[config.mk]
export PLATFORM = sky130hd
export DESIGN_NAME = intsrc_ctl
export DESIGN_NICKNAME = d
export VERILOG_FILES = /design/src/rtl/intsrc_pkg.sv /design/src/rtl/intsrc_bank.sv /design/src/rtl/intsrc_pick.sv /design/src/rtl/intsrc_engine.sv /design/src/rtl/intsrc_ctl.sv
export SDC_FILE = /design/constraint.sdc
export NUM_CORES = 1
export LEC_CHECK = 0
export CAP_MARGIN = 20
export CORE_UTILIZATION = 50
export DETAILED_ROUTE_END_ITERATION = 8
export PLACE_DENSITY_LB_ADDON = 0.25
export SYNTH_ARGS = -nofsm -noshare
export SYNTH_HDL_FRONTEND = slang
export SYNTH_SLANG_ARGS = --single-unit
export TNS_END_PERCENT = 100
[constraint.sdc]
create_clock -name clk -period 2.3 [get_ports clk]
set_input_delay 0.46 -clock clk [delete_from_list [all_inputs] [get_ports clk]]
set_output_delay 0.46 -clock clk [all_outputs]
set_load 0.005 [all_outputs]
[src/rtl/intsrc_pkg.sv]
package intsrc_pkg;
  localparam logic [7:0] PRIO_MASKED = 8'hFF;

  typedef enum logic [2:0] {
    ENG_IDLE,
    ENG_SCAN,
    ENG_ISSUE,
    ENG_WAIT,
    ENG_FIN
  } eng_state_e;
endpackage

[src/rtl/intsrc_bank.sv]
module intsrc_bank
  import intsrc_pkg::*;
#(
  parameter int N_SRC = 16,
  parameter int SRV_W = 4,
  localparam int SRC_W = $clog2(N_SRC)
) (
  input  logic                        clk,
  input  logic                        rst_n,
  input  logic                        cfg_we,
  input  logic [SRC_W-1:0]            cfg_src,
  input  logic [7:0]                  cfg_prio,
  input  logic [SRV_W-1:0]            cfg_server,
  input  logic                        cfg_level,
  input  logic                        trig_valid,
  input  logic [SRC_W-1:0]            trig_src,
  input  logic                        trig_assert,
  input  logic                        eoi_valid,
  input  logic [SRC_W-1:0]            eoi_src,
  input  logic                        rej_valid,
  input  logic [SRC_W-1:0]            rej_src,
  input  logic [SRC_W-1:0]            eng_cur,
  input  logic                        eng_take,
  input  logic                        eng_set_resend,
  input  logic                        eng_set_mp,
  output logic [N_SRC-1:0]            want_o,
  output logic [N_SRC-1:0]            resend_o,
  output logic [N_SRC-1:0][7:0]       prio_o,
  output logic [N_SRC-1:0][SRV_W-1:0] server_o
);
  for (genvar i = 0; i < N_SRC; i++) begin : g_src
    logic [1:0]       pq, pq_e, pq_t;
    logic             is_lvl, rs, mp, want;
    logic [7:0]       pr;
    logic [SRV_W-1:0] sv;
    logic             hit_c, hit_t, hit_e, hit_r, hit_k;
    logic             offer_e, offer_t, kick;

    assign hit_c = cfg_we && (cfg_src == SRC_W'(i));
    assign hit_t = trig_valid && (trig_src == SRC_W'(i));
    assign hit_e = eoi_valid && (eoi_src == SRC_W'(i));
    assign hit_r = rej_valid && (rej_src == SRC_W'(i));
    assign hit_k = eng_cur == SRC_W'(i);
    assign kick  = hit_c && mp && (cfg_prio != PRIO_MASKED);

    always_comb begin
      pq_e    = pq;
      offer_e = 1'b0;
      if (hit_e) begin
        if (is_lvl) begin
          offer_e = pq[0];
        end else begin
          pq_e    = pq >> 1;
          offer_e = pq_e[0];
        end
      end
      pq_t    = pq_e;
      offer_t = 1'b0;
      if (hit_t) begin
        if (is_lvl) begin
          pq_t    = {1'b0, trig_assert};
          offer_t = trig_assert && !pq_e[0];
        end else begin
          pq_t    = ((pq_e << 1) & 2'b11) | 2'b01;
          offer_t = (pq_t == 2'b01);
        end
      end
    end

    always_ff @(posedge clk) begin
      if (!rst_n) begin
        pq     <= 2'b00;
        is_lvl <= 1'b0;
        rs     <= 1'b0;
        mp     <= 1'b0;
        want   <= 1'b0;
        pr     <= PRIO_MASKED;
        sv     <= '0;
      end else begin
        pq <= pq_t;
        if (hit_c) begin
          pr     <= cfg_prio;
          sv     <= cfg_server;
          is_lvl <= cfg_level;
        end
        if (kick) mp <= 1'b0;
        else if (eng_set_mp && hit_k) mp <= 1'b1;
        if (eng_set_resend && hit_k) rs <= 1'b1;
        else if (eng_take && hit_k) rs <= 1'b0;
        if (offer_e || offer_t || hit_r || kick) want <= 1'b1;
        else if (eng_take && hit_k) want <= 1'b0;
      end
    end

    assign want_o[i]   = want;
    assign resend_o[i] = rs;
    assign prio_o[i]   = pr;
    assign server_o[i] = sv;
  end
endmodule

[src/rtl/intsrc_pick.sv]
module intsrc_pick #(
  parameter int N_SRC = 16,
  localparam int SRC_W = $clog2(N_SRC)
) (
  input  logic [N_SRC-1:0] req,
  output logic             any,
  output logic [SRC_W-1:0] idx
);
  always_comb begin
    any = 1'b0;
    idx = '0;
    for (int i = N_SRC - 1; i >= 0; i--) begin
      if (req[i]) begin
        any = 1'b1;
        idx = SRC_W'(i);
      end
    end
  end
endmodule

[src/rtl/intsrc_engine.sv]
module intsrc_engine
  import intsrc_pkg::*;
#(
  parameter int N_SRC = 16,
  localparam int SRC_W = $clog2(N_SRC),
  localparam logic [SRC_W-1:0] LAST = SRC_W'(N_SRC - 1)
) (
  input  logic             clk,
  input  logic             rst_n,
  input  logic [N_SRC-1:0] resend,
  input  logic             any_want,
  input  logic [SRC_W-1:0] pick_src,
  input  logic [7:0]       prio_cur,
  input  logic             rsd_req,
  input  logic             rsp_valid,
  input  logic             rsp_accept,
  input  logic             pres_need_resend,
  output logic [SRC_W-1:0] cur,
  output logic             take,
  output logic             set_resend,
  output logic             set_mp,
  output logic             dlv_valid,
  output logic             rmap_set,
  output logic             rsd_done
);
  eng_state_e       st;
  logic [SRC_W-1:0] idx;
  logic             scan_act, scan_pend;

  assign take       = (st == ENG_ISSUE);
  assign set_mp     = take && (prio_cur == PRIO_MASKED);
  assign dlv_valid  = (st == ENG_WAIT);
  assign set_resend = dlv_valid && rsp_valid && !rsp_accept && pres_need_resend;

  always_ff @(posedge clk) begin
    if (!rst_n) begin
      st        <= ENG_IDLE;
      cur       <= '0;
      idx       <= '0;
      scan_act  <= 1'b0;
      scan_pend <= 1'b0;
      rmap_set  <= 1'b0;
      rsd_done  <= 1'b0;
    end else begin
      rmap_set <= 1'b0;
      rsd_done <= 1'b0;
      if (rsd_req) scan_pend <= 1'b1;
      case (st)
        ENG_IDLE: begin
          if (scan_pend) begin
            scan_pend <= rsd_req;
            scan_act  <= 1'b1;
            idx       <= '0;
            st        <= ENG_SCAN;
          end else if (any_want) begin
            cur <= pick_src;
            st  <= ENG_ISSUE;
          end
        end
        ENG_SCAN: begin
          if (resend[idx]) begin
            cur <= idx;
            st  <= ENG_ISSUE;
          end else if (idx == LAST) begin
            rsd_done <= 1'b1;
            scan_act <= 1'b0;
            st       <= ENG_IDLE;
          end else begin
            idx <= idx + 1'b1;
          end
        end
        ENG_ISSUE: st <= (prio_cur == PRIO_MASKED) ? ENG_FIN : ENG_WAIT;
        ENG_WAIT: begin
          if (rsp_valid) begin
            if (rsp_accept) begin
              st <= ENG_FIN;
            end else if (pres_need_resend) begin
              rmap_set <= 1'b1;
              st       <= ENG_FIN;
            end else begin
              st <= ENG_ISSUE;
            end
          end
        end
        ENG_FIN: begin
          if (!scan_act) begin
            st <= ENG_IDLE;
          end else if (idx == LAST) begin
            rsd_done <= 1'b1;
            scan_act <= 1'b0;
            st       <= ENG_IDLE;
          end else begin
            idx <= idx + 1'b1;
            st  <= ENG_SCAN;
          end
        end
        default: st <= ENG_IDLE;
      endcase
    end
  end
endmodule

[src/rtl/intsrc_ctl.sv]
module intsrc_ctl
  import intsrc_pkg::*;
#(
  parameter int N_SRC = 16,
  parameter int SRV_W = 4,
  localparam int SRC_W = $clog2(N_SRC)
) (
  input  logic             clk,
  input  logic             rst_n,
  input  logic             cfg_we,
  input  logic [SRC_W-1:0] cfg_src,
  input  logic [7:0]       cfg_prio,
  input  logic [SRV_W-1:0] cfg_server,
  input  logic             cfg_level,
  input  logic             trig_valid,
  input  logic [SRC_W-1:0] trig_src,
  input  logic             trig_assert,
  input  logic             eoi_valid,
  input  logic [SRC_W-1:0] eoi_src,
  input  logic             rej_valid,
  input  logic [SRC_W-1:0] rej_src,
  input  logic             rsd_req,
  output logic             rsd_done,
  output logic             dlv_valid,
  output logic [SRC_W-1:0] dlv_src,
  output logic [7:0]       dlv_prio,
  output logic [SRV_W-1:0] dlv_server,
  input  logic             rsp_valid,
  input  logic             rsp_accept,
  input  logic             pres_need_resend,
  output logic             rmap_set
);
  logic [N_SRC-1:0]            want, resend;
  logic [N_SRC-1:0][7:0]       prio_all;
  logic [N_SRC-1:0][SRV_W-1:0] srv_all;
  logic [SRC_W-1:0]            cur, pick_src;
  logic                        any_want, take, set_resend, set_mp;

  intsrc_bank #(.N_SRC(N_SRC), .SRV_W(SRV_W)) bank_i (
    .clk(clk), .rst_n(rst_n),
    .cfg_we(cfg_we), .cfg_src(cfg_src), .cfg_prio(cfg_prio),
    .cfg_server(cfg_server), .cfg_level(cfg_level),
    .trig_valid(trig_valid), .trig_src(trig_src), .trig_assert(trig_assert),
    .eoi_valid(eoi_valid), .eoi_src(eoi_src),
    .rej_valid(rej_valid), .rej_src(rej_src),
    .eng_cur(cur), .eng_take(take), .eng_set_resend(set_resend), .eng_set_mp(set_mp),
    .want_o(want), .resend_o(resend), .prio_o(prio_all), .server_o(srv_all)
  );

  intsrc_pick #(.N_SRC(N_SRC)) pick_i (
    .req(want), .any(any_want), .idx(pick_src)
  );

  intsrc_engine #(.N_SRC(N_SRC)) eng_i (
    .clk(clk), .rst_n(rst_n),
    .resend(resend), .any_want(any_want), .pick_src(pick_src),
    .prio_cur(prio_all[cur]), .rsd_req(rsd_req),
    .rsp_valid(rsp_valid), .rsp_accept(rsp_accept),
    .pres_need_resend(pres_need_resend),
    .cur(cur), .take(take), .set_resend(set_resend), .set_mp(set_mp),
    .dlv_valid(dlv_valid), .rmap_set(rmap_set), .rsd_done(rsd_done)
  );

  assign dlv_src    = cur;
  assign dlv_prio   = prio_all[cur];
  assign dlv_server = srv_all[cur];
endmodule

======== After elaboration in Yosys (flattened, before gate mapping) ========
Cells that the tools add are included.
storage, ports and cells
  bits in registers ....................... 303
  memory bits (read-only) ................. 0
  logic and storage cells ................. 835
  memory bits (writable) .................. 0
  memories ................................ 0
  output and inout port bits .............. 19
  bits in latches ......................... 0
cells by class
  add/subtract/negate cells ............... 1
  reduce and logical (&&, ||, !) cells .... 322
  order comparisons ....................... 2
  divide/modulo/power cells ............... 0
  $mul .................................... 0
  eq/ne operators ......................... 108
  multiplexer cells ....................... 248
  bitwise logic cells ..................... 19
  shifts and indexed selects .............. 0
operators with widths
  operator                                                     number
  equality test 4 bit (second input constant)                  41
  logical AND 1 bit                                            164
  2-to-1 mux 1 bit                                             142
  2-to-1 mux 2 bit                                             64
  nonzero test 2 bit                                           49
  2-to-1 mux 4 bit                                             24
  equality test 4 x 3 -> 1 bit (second input constant)         20
  logical OR 1 bit                                             48
  equality test 4 x 2 -> 1 bit (second input constant)         10
  != test 2 bit (second input constant)                        20
  binary-select mux 8 bit (select 4 bit)                       1
  AND reduction 2 bit                                          16
  OR reduction 2 bit                                           16
  2-to-1 mux 3 bit                                             9
  equality test 4 x 1 -> 1 bit (second input constant)         5
  logical NOT 4 bit                                            5
  NOT 1 bit                                                    19
  logical NOT 1 bit                                            17
  binary-select mux 4 bit (select 4 bit)                       1
  case mux 3 bit (5 select lines)                              1
  case mux 4 bit (3 select lines)                              1
  AND reduction 4 bit                                          3
  less-than comparator 4 x 5 -> 1 bit (second input constant)  2
  equality test 8 bit (second input constant)                  1
  17 further kinds                                             21

======== Depth between registers and ports, before layout ========
  depth in word-level cells ............... 19
  depth in mapped cells ................... 10
  mapped depth without buffers ............ 7

======== Cells and area by module ========
Synthesis repeated with hierarchy kept, for this count alone.
unflattened totals
  cells, all modules ...................... 1836
  area, all modules ....................... 14996.9 um^2
by module, submodules not included
  module         area each (um^2)  cells an instance  times used  sequential area each (um^2)
  intsrc_bank    12235.5           1557               1           5765.5
  intsrc_ctl     1483.9            102                1           0.0
  intsrc_engine  1098.6            144                1           300.3
  intsrc_pick    178.9             33                 1           0.0

======== Least setup slack after synthesis ========
Ideal clock, no wire load.
  path kind ............................... register -> output
  start ................................... register eng_i.cur[0]
  end ..................................... output port dlv_server[0]
  cell stages (with the launch flop) ...... 6
  path buffers ............................ 3
  slack ................................... -129 ps
  data arrival time ....................... 1969 ps
  path through ............................ dfxtp_1 buf_6 buf_12 buf_2 mux4_2 mux4_2
between the ends
  word-level cells in the longest chain between the ends .. 2
ends and longest elaborated chain
  item                                    line                 source
  start: declaration                      intsrc_engine.sv:18  output logic [SRC_W-1:0] cur,
  start signal: assignment                intsrc_engine.sv:56  cur <= pick_src;
  start signal: assignment                intsrc_engine.sv:62  cur <= idx;
  binary-select mux 4 bit (select 4 bit)  intsrc_ctl.sv:66     assign dlv_server = srv_all[cur];
  2-to-1 mux 4 bit (implied by the code)  intsrc_ctl.sv:66
  end: declaration                        intsrc_ctl.sv:27     output logic [SRV_W-1:0] dlv_server,
Every way passes these cells. The select of a mux whose other input is x is not followed.

======== Worst setup path after layout ========
  start ................................... register eng_i.cur[0]
  end ..................................... output port dlv_server[1]
Same word-level chain as after synthesis.

==> results.cfg <==
[setup_path]
rr_startpoint = eng_i.cur[0]
rrSetupSlack_ns = -0.24
crit_family = multiplexers
crit_top_cell = mux4_2
crit_end = dlv_server[1]
ff2ff_path_depth = 12
worstSetupStartpoint = eng_i.cur[0]
path_cells = buf_12 -> buf_4 -> mux4_2 -> mux4_2 -> buf_2
critical_path.slowest_cell = mux4_2
critical_path.max_stage_delay_ns = 0.52
worstPathArrival_ns = 2.43
crit_fanout = 7
crit_buf_inv = 3
r2r-end = eng_i.st[2]
critPathLaunchType = flop
crit_cells = 5
end_kind = output port
crit_type = flop to output port
required_ns = 1.84

[yosys]
synth_top_area_share_pct = 42.6
syn_inst = 1707
synth.avg_cell_area_um2 = 8.33
ys_async_sr_fraction_pct = 0
synth.distinct_cells = 62
yosysWarnings = 0
synth_edf_count = 0
yosysMostFrequentCell = nand2_1
synth_area_leader_cell = dfxtp_1
synth_nets = 1748
ys_ff_latch = 303
syn_area_um2 = 14200
synth_common_cells = nand2_1, dfxtp_1, nand3_1
synth-seq-area-share_pct = 42.6
synth_flop_cell = dfxtp_1
synthTopCellsByArea = dfxtp_1, nand2_1, mux4_2

[power]
power_density_nw_per_um2 = 899
p_leak_nw = 7.07
peakVddDrop_v = 0.000523

[global_route]
grt_pass1_wl_um = 74600
grt_usage_pct = 33.2
grt_pass1_vias = 13491
grt_overflow = 0
antenna_found_initial = 0
grt_max_degree = 128

[cells_and_area]
antenna_cells = 0
final_core_util_pct = 64.3
nets = 1920
layout-drive-gt1-share_pct = 20.4
areaGrowthSynthToFinish_pct = 25.9
final_cells = 2279

[placed_design]
dp_hpwl_um = 32400
routabilityCongestion = 0.955
port_buffers = 58
dp_cells = 2180

[cts]
cts_tree = done
htree_levels = 2
clkTransAtPathRegs_ns = 0.06
cts_buffers = 34
clk-insertion-delay-late_ns = 0.53
cts_root_buf = clkbuf_16
clk_path_buf_depth = 3
cts_sinks = 303

[timing]
hold_viol_final = 0
fin_crit_ns = 2.89
relSlewSlack_pct = 43.7
period_share_pct = 126
fmax_mhz = 346
rsz0062_at_grt = yes
tightest_slew_ns = 0.845
fin_ws_ns = -0.594
finClkSkew_ns = 0.0165
setup_viol = 31
slew_violations = 0

[route]
post_drt_via_cell_ratio = 6.14
first_pass_iters = 5
wl_um = 48200
first_iter_violations = 1473
drtAntennaViolNets = 0
drcViolationCount = 0
wl_per_cell_um = 21.2
via_count = 14001

[floorplanning]
chipWidth_um = 171
die_area_um2 = 29100
initial_utilization_pct = 51.1
core_area_um2 = 27900
io_pins = 59
rows = 61
fp.dieH_um = 171

[status]
violations = negative setup slack
status = finished, violations left

[worst_hold_path]
hp-start = rst_n
hold_path_class = primary input to flop

[flow_run]
maxCapViolCount = 0
[power by group]
group | leakage, nW | total, mW | switching, mW | internal [mW]
logic | 4.05 | 4.94 | 2.42 | 2.52
registers | 2.46 | 5.59 | 0.173 | 5.42
clock network | 0.554 | 5.56 | 2.24 | 3.32
total | 7.07 | 16.1 | 4.83 | 11.3
[state kept, by name, summed over array words and instances, names as in the netlist, 3 cells and up]
register and flops:
bank_i.g_src.rs 16, bank_i.g_src.sv 64, bank_i.g_src.pq 32, eng_i.idx 4, eng_i.cur 4, bank_i.g_src.mp 16
bank_i.g_src.pr 128, bank_i.g_src.is_lvl 16, eng_i.st 3, bank_i.g_src.want 16
[layer usage]
metal	share of wire (%)	vias up	wire (um)	track usage, %
met3	8.1	173	3920	4.58
met5	0	-	0	0
met4	5.8	0	2780	18.9
met1	39	6712	19000	42.3
li1	-	6351	-	-
met2	47	765	22500	54.2
[stage by stage]
stage / worst slack (ns) / area [um2] / hold slack (ns) / TNS [ns] / power, mW
after global routing: -0.619 / 17900 / 0.305 / -10.83 / 16.6
after detailed placement: -0.402 / 16100 / 0.447 / -11.50 / 9.29
after global placement: -0.387 / 16100 / 0.438 / -9.68 / 9.24
after CTS: -0.591 / 17800 / 0.286 / -7.52 / 15.8
after floorplan: 0.00659 / 14200 / 0.432 / 0 / 7.87
final: -0.594 / 17900 / 0.298 / -9.79 / 16.1
[final cells by class]
type                    count  area, um2
fillers                  2231       9950
well taps                 378        473
inverters                  11       43.8
repair buffers            271       2470
multi-input cells        1258       7710
clock buffers              48        983
flip-flops and latches    303       6070
clock inverters            10        146
[logic make-up (layout without fill, tap and decap cells)]
group | Yosys count | after routing | share of synthesized area, %
flip-flops | 303 | 303 | 42.6
buffers and inverters | 146 | 340 | 4.53
AO/OA/AOI/OAI | 292 | 292 | 14.0
AND/OR/NAND/NOR | 857 | 857 | 26.2
adder cells (fa/ha/maj) | 1 | 1 | 0.0879
multiplexers | 108 | 108 | 12.5
[worst min path at each step]
stage                            endpoint  slack, ns  cells after the start
floorplan           bank_i.g_src[1].pr[3]       0.43                      2
global placement    bank_i.g_src[7].sv[0]       0.44                      2
detailed placement  bank_i.g_src[1].sv[2]       0.45                      2
CTS                          eng_i.cur[0]       0.29                      3
global route                 eng_i.cur[0]       0.30                      3
finish                 bank_i.g_src[0].rs       0.30                      2
[what timing repair did]
action,in CTS,in global routing
pin swaps,14,13
setup endpoints to repair,34,40
buffers inserted,35,5
gates cloned,3,0
hold buffers,0,0
gates resized for setup,88,29
[layout by cell type (no fill, tap or decap), drive strengths merged, types with 13 or more instances in the layout]
master,count
nand2,514
dfxtp,303
buf,224
nand3,169
a21oi,124
nor2,74
mux4,54
mux2i,52
clkbuf,50
clkdlybuf4s50,45
o211ai,24
o21ai,16
a22oi,16
nor3,16
o21a,15
o41ai,14
inv,13
Note: power is estimated with default switching activity, not from simulation.
